File: src/rtl/alu_flags.sv
module alu_flags #(
  parameter int W   = 16,
  parameter int OPW = 4
) (
  input  logic           clk,
  input  logic           rst_n,
  input  logic [W-1:0]   a,
  input  logic [W-1:0]   b,
  input  logic [OPW-1:0] op,
  input  logic           flag_en,
  input  logic           clr_c,
  input  logic           set_c,
  input  logic           out_en,
  output logic [W-1:0]   result,
  output logic           c_flag,
  output logic           z_flag
);
  localparam int H = W / 2;
  localparam logic [OPW-1:0] OP_AND = 0, OP_OR = 1, OP_NOT = 2, OP_SHL = 3,
                             OP_SHR = 4, OP_ADD = 5, OP_SUB = 6, OP_MUL = 7,
                             OP_CMP = 8;

  logic [W-1:0] raw;
  logic         c_nx, z_nx, upd_c, known;
  logic [W:0]   sum, dif;

  assign sum = {1'b0, a} + {1'b0, b} + {{W{1'b0}}, c_flag};
  assign dif = {1'b0, a} - {1'b0, b} - {{W{1'b0}}, c_flag};

  always_comb begin
    raw   = '0;
    c_nx  = c_flag;
    upd_c = 1'b0;
    known = 1'b1;
    case (op)
      OP_AND: raw = a & b;
      OP_OR:  raw = a | b;
      OP_NOT: raw = ~b;
      OP_SHL: begin raw = {a[W-2:0], c_flag}; c_nx = a[W-1]; upd_c = 1'b1; end
      OP_SHR: begin raw = {c_flag, a[W-1:1]}; c_nx = a[0];   upd_c = 1'b1; end
      OP_ADD: begin raw = sum[W-1:0]; c_nx = sum[W]; upd_c = 1'b1; end
      OP_SUB: begin raw = dif[W-1:0]; c_nx = dif[W]; upd_c = 1'b1; end
      OP_MUL: raw = a[H-1:0] * b[H-1:0];
      OP_CMP: begin c_nx = (a < b); upd_c = 1'b1; end
      default: known = 1'b0;
    endcase
    z_nx = (op == OP_CMP) ? (a == b) : (raw == '0);
  end

  assign result = out_en ? raw : '0;

  always_ff @(posedge clk) begin
    if (!rst_n) begin
      c_flag <= 1'b0;
      z_flag <= 1'b0;
    end else begin
      if (flag_en && known) begin
        z_flag <= z_nx;
        if (upd_c) c_flag <= c_nx;
      end
      if (clr_c)      c_flag <= 1'b0;
      else if (set_c) c_flag <= 1'b1;
    end
  end
endmodule


File: config.mk
export PLATFORM = sky130hd
export DESIGN_NAME = alu_flags
export DESIGN_NICKNAME = d
export VERILOG_FILES = /design/src/rtl/alu_flags.sv
export SDC_FILE = /design/constraint.sdc
export NUM_CORES = 1
export LEC_CHECK = 0
export ABC_AREA = 1
export BUFFER_PORTS_ARGS = -buffer_cell sky130_fd_sc_hd__buf_2
export CORE_UTILIZATION = 50
export DETAILED_ROUTE_END_ITERATION = 12
export GPL_TIMING_DRIVEN = 0
export PLACE_DENSITY = 0.67
export SLEW_MARGIN = 25
export SYNTH_ARGS = -nofsm -noshare
export SYNTH_HDL_FRONTEND = slang
export SYNTH_SLANG_ARGS = --single-unit
File: constraint.sdc
create_clock -name clk -period 5.6 [get_ports clk]
set_input_delay 0.56 -clock clk [delete_from_list [all_inputs] [get_ports clk]]
set_output_delay 0.56 -clock clk [all_outputs]
set_load 0.1 [all_outputs]
==> results.py <==
metrics = {
    "status": {
        "outcome": "finished clean",
    },
    "finish": {
        "layout-drive-gt1-share_pct": 8.50,
        "syn2layout_area_growth_pct": 9.19,
        "final_nets": 1386,
        "fin_util_pct": 55.8,
        "antenna_cells": 0,
    },
    "placement": {
        "dp_hpwl_um": 17100,
        "place_ws_ps": -280,
        "place.gp.congestion": 0.902,
        "port_buffers": 59,
    },
    "synth": {
        "ys_ff_latch": 2,
        "synth-simple-area-share_pct": 37.7,
        "syn-num-nets": 1335,
        "synthAdderAreaFrac_pct": 34.5,
        "synth_top_cell_area_share_pct": 22.1,
        "synth_top_family_by_area": "simple AND/OR/NAND/NOR gates",
        "yosys.area.top_type": "ha_1",
        "syn-cell-area_um2": 6450,
        "synth_compound_area_share_pct": 8.96,
        "yosysWarnings": 0,
        "avgSynthCellArea_um2": 5.67,
        "seq_area_frac_synth_pct": 0.620,
        "syn_inst": 1139,
        "synth_xor_area_share_pct": 0.407,
        "synth.area.top_cells": "ha_1, nand2_1, inv_1",
        "synthMuxAreaShare_pct": 0,
        "synth_cell_types": 38,
    },
    "die": {
        "die_w_um": 116,
        "start_util_pct": 51.1,
        "rows": 41,
        "io_pins": 60,
        "die_h_um": 116,
        "core_area_um2": 12600,
        "dieArea_um2": 13400,
    },
    "power_and_ir_drop": {
        "comb_power_share_pct": 90.6,
        "power_switching_mw": 0.798,
        "switching_share_pct": 61.5,
        "power_density_nw_per_um2": 184,
        "p_seq_share_pct": 1.2,
        "pwr-share-clk_pct": 8.2,
        "leakagePower_nw": 4.55,
        "intPower_mw": 0.499,
        "irDropWorstVdd_uv": 155,
    },
    "timing": {
        "layout_setup_ws_ps": 236,
        "setup_violations": 0,
        "hold_violations": 0,
        "setup_tns_ps": 0,
        "min_period_ps": 5360,
        "relSlewSlack_pct": 45.5,
        "fmax_mhz": 186,
        "rsz0062_at_grt": "no",
        "hold_ws_ps": 560,
        "drv_slew": 0,
        "tightestPinTransition_ps": 814,
        "timing.final.crit_share_pct": 95.8,
        "skew_ps": 0.233,
    },
    "clock_tree": {
        "clk_pin_slew_ps": 30,
        "clkLatencyLatePin_ps": 220,
        "cts_tree": "built",
        "postCtsSetupBuffers": 0,
        "h-tree-depth": 1,
        "cts_buffer_depth": 2,
        "clock-sinks": 2,
        "numCtsBuffers": 3,
        "clock-root-buffer": "clkbuf_16",
    },
    "drt": {
        "drc": 0,
        "vias": 6921,
        "vias_per_cell": 5.09,
        "wl_um": 19400,
        "highest_layer": "met4",
        "drtPass1Iterations": 5,
        "wl_met1_um": 9630,
        "drtIter0Drc": 679,
        "met3_length_um": 1150,
        "wl_met2_um": 8250,
        "detail-route-antenna-nets": 0,
        "wire_per_inst_um": 14.3,
    },
    "setup_path": {
        "crit_family": "adder cells",
        "critPathKind": "primary input to primary output",
        "r2r-start": "c_flag$_SDFFE_PP0P_",
        "r2r_end": "z_flag$_SDFFE_PN0P_",
        "worstPathRequired_ps": 5040,
        "crit_fanout": 12,
        "cp-end-kind": "primary output",
        "cp-start-kind": "primary input",
        "crit_arrival_ps": 4800,
        "rr_worst_depth": 14,
        "cp_slowest_cell": "fa_1",
        "r2r_setup_slack_ps": 2580,
        "cp_num_buf_inv": 4,
        "critical_path.cell_chain": "buf_2 -> ha_2 -> fa_1 -> fa_1 -> fa_1 -> inv_1 -> fa_1 -> inv_1 -> ha_1 -> nand2_1 -> nor2_1 -> nand3_1 -> nand3_1 -> nand2_1 -> nand3_1 -> nand2_1 -> nor2_1 -> nor2_2 -> clkbuf_4",
        "crit_top_cell": "fa_1",
        "max_stage_delay_ps": 530,
    },
    "global_route": {
        "antenna_found_initial": 0,
        "grt_usage_pct": 30.2,
        "grt_max_degree": 16,
        "grt-ovfl-total": 0,
        "grt_pass1_wl_um": 31500,
        "grt_pass1_vias": 6154,
    },
    "worst_hold_path": {
        "whs_endpoint": "z_flag$_SDFFE_PN0P_",
        "min_from": "z_flag$_SDFFE_PN0P_",
        "hp-class": "flip-flop to flip-flop",
        "holdPathStages": 2,
    },
    "run": {
        "maxCapViolations": 0,
    },
}
-- area by class of cell --
class,count,area (um2)
flip-flops and latches,2,40.0
fillers,1412,5570
plain buffers,9,75.1
inverters,274,1030
clock buffers,3,75.1
well taps,172,215
multi-input cells,841,5290
repair buffers,59,322
-- cells by family (layout without fill, tap and decap cells) --
family / after synthesis / after routing
flops: 2 / 2
xor+xnor: 3 / 3
buf+inv: 296 / 345
compound gates: 104 / 104
simple gates: 580 / 580
fa+ha+maj: 154 / 154
-- synth_stat cells (all sizes together) --
| cell type | instances |
|---|---|
| nor4 | 2 |
| o31ai | 1 |
| nand4 | 13 |
| nor3 | 10 |
| nor2 | 109 |
| o211ai | 4 |
| dfxtp | 2 |
| clkbuf | 16 |
| nand3b | 8 |
| o21bai | 1 |
| ha | 114 |
| o21ai | 39 |
| o21a | 1 |
| buf | 6 |
| or2 | 5 |
| nand2 | 350 |
| inv | 274 |
| a21oi | 41 |
| nand3 | 78 |
| nor3b | 1 |
| xor2 | 3 |
| fa | 40 |
| and2 | 4 |
| a21o | 3 |
| o221ai | 3 |
| a31oi | 1 |
| o22ai | 10 |
-- worst min-delay path: cells and delay by family (launching register included) --
| family | cells | cell delay, ps |
|---|---|---|
| flops | 1 | 310 |
| compound gates | 2 | 210 |
-- flip-flops by register name (all words and copies together) (netlist names) --
name and flops:
z_flag 1, c_flag 1
-- cell usage in the layout (no fill, tap or decap), types with 5 or more instances in the layout --
cell,synthesis,final
o22ai_1,10,10
nor2_2,4,10
buf_2,0,50
ha_1,114,112
fa_1,40,40
inv_2,5,5
nand4_1,13,13
nand2_1,344,344
nand3_1,77,77
nand3b_1,8,8
nor3_1,10,10
inv_1,269,269
o21ai_0,24,24
a21oi_1,40,40
nor2_1,104,98
o21ai_1,14,14
buf_6,4,5
clkbuf_4,0,7
-- per-layer routing --
| metal | vias to the layer above | GRT usage [%] |
|---|---|---|
| met5 | - | 0 |
| met4 | 0 | 6.50 |
| met3 | 24 | 1.57 |
| met2 | 237 | 48.7 |
| met1 | 3091 | 44.5 |
| li1 | 3569 | - |
-- power groups by stage --
stage               combinational [mW]  clock (mW)  sequential (mW)
floorplan                        0.865           0           0.0221
global placement                  1.15           0           0.0160
detailed placement                1.15           0           0.0161
CTS                               1.16       0.107           0.0159
global route                      1.33       0.110           0.0161
finish                            1.18       0.106           0.0159
-- stage by stage --
stage,power (mW),cell area [um2],instances
after CTS,1.28,7040,1367
after global routing,1.46,7050,1360
after floorplan,0.887,6470,1139
after detailed placement,1.16,6980,1370
after global placement,1.16,6980,1370
final,1.30,7050,1360
-- worst max path at each step --
| stage | depth (start not counted) | to | startpoint | slack, ps |
|---|---|---|---|---|
| 2_1_floorplan | 18 | result[15] | a[5] | 290 |
| 3_3_place_gp | 20 | result[15] | a[1] | -300 |
| 3_5_place_dp | 20 | result[15] | a[1] | -280 |
| 4_1_cts | 21 | result[9] | b[5] | 3 |
| 5_1_grt | 19 | result[14] | a[4] | 4 |
| 6_report | 19 | result[14] | a[4] | 240 |
-- repair_timing --
item,in CTS,in global routing
setup endpoints to repair,8,8
hold buffers,0,0
gates resized for setup,4,13
endpoints found under the hold margin,0,0
pin swaps,0,0
(Power assumes the default switching activity.)
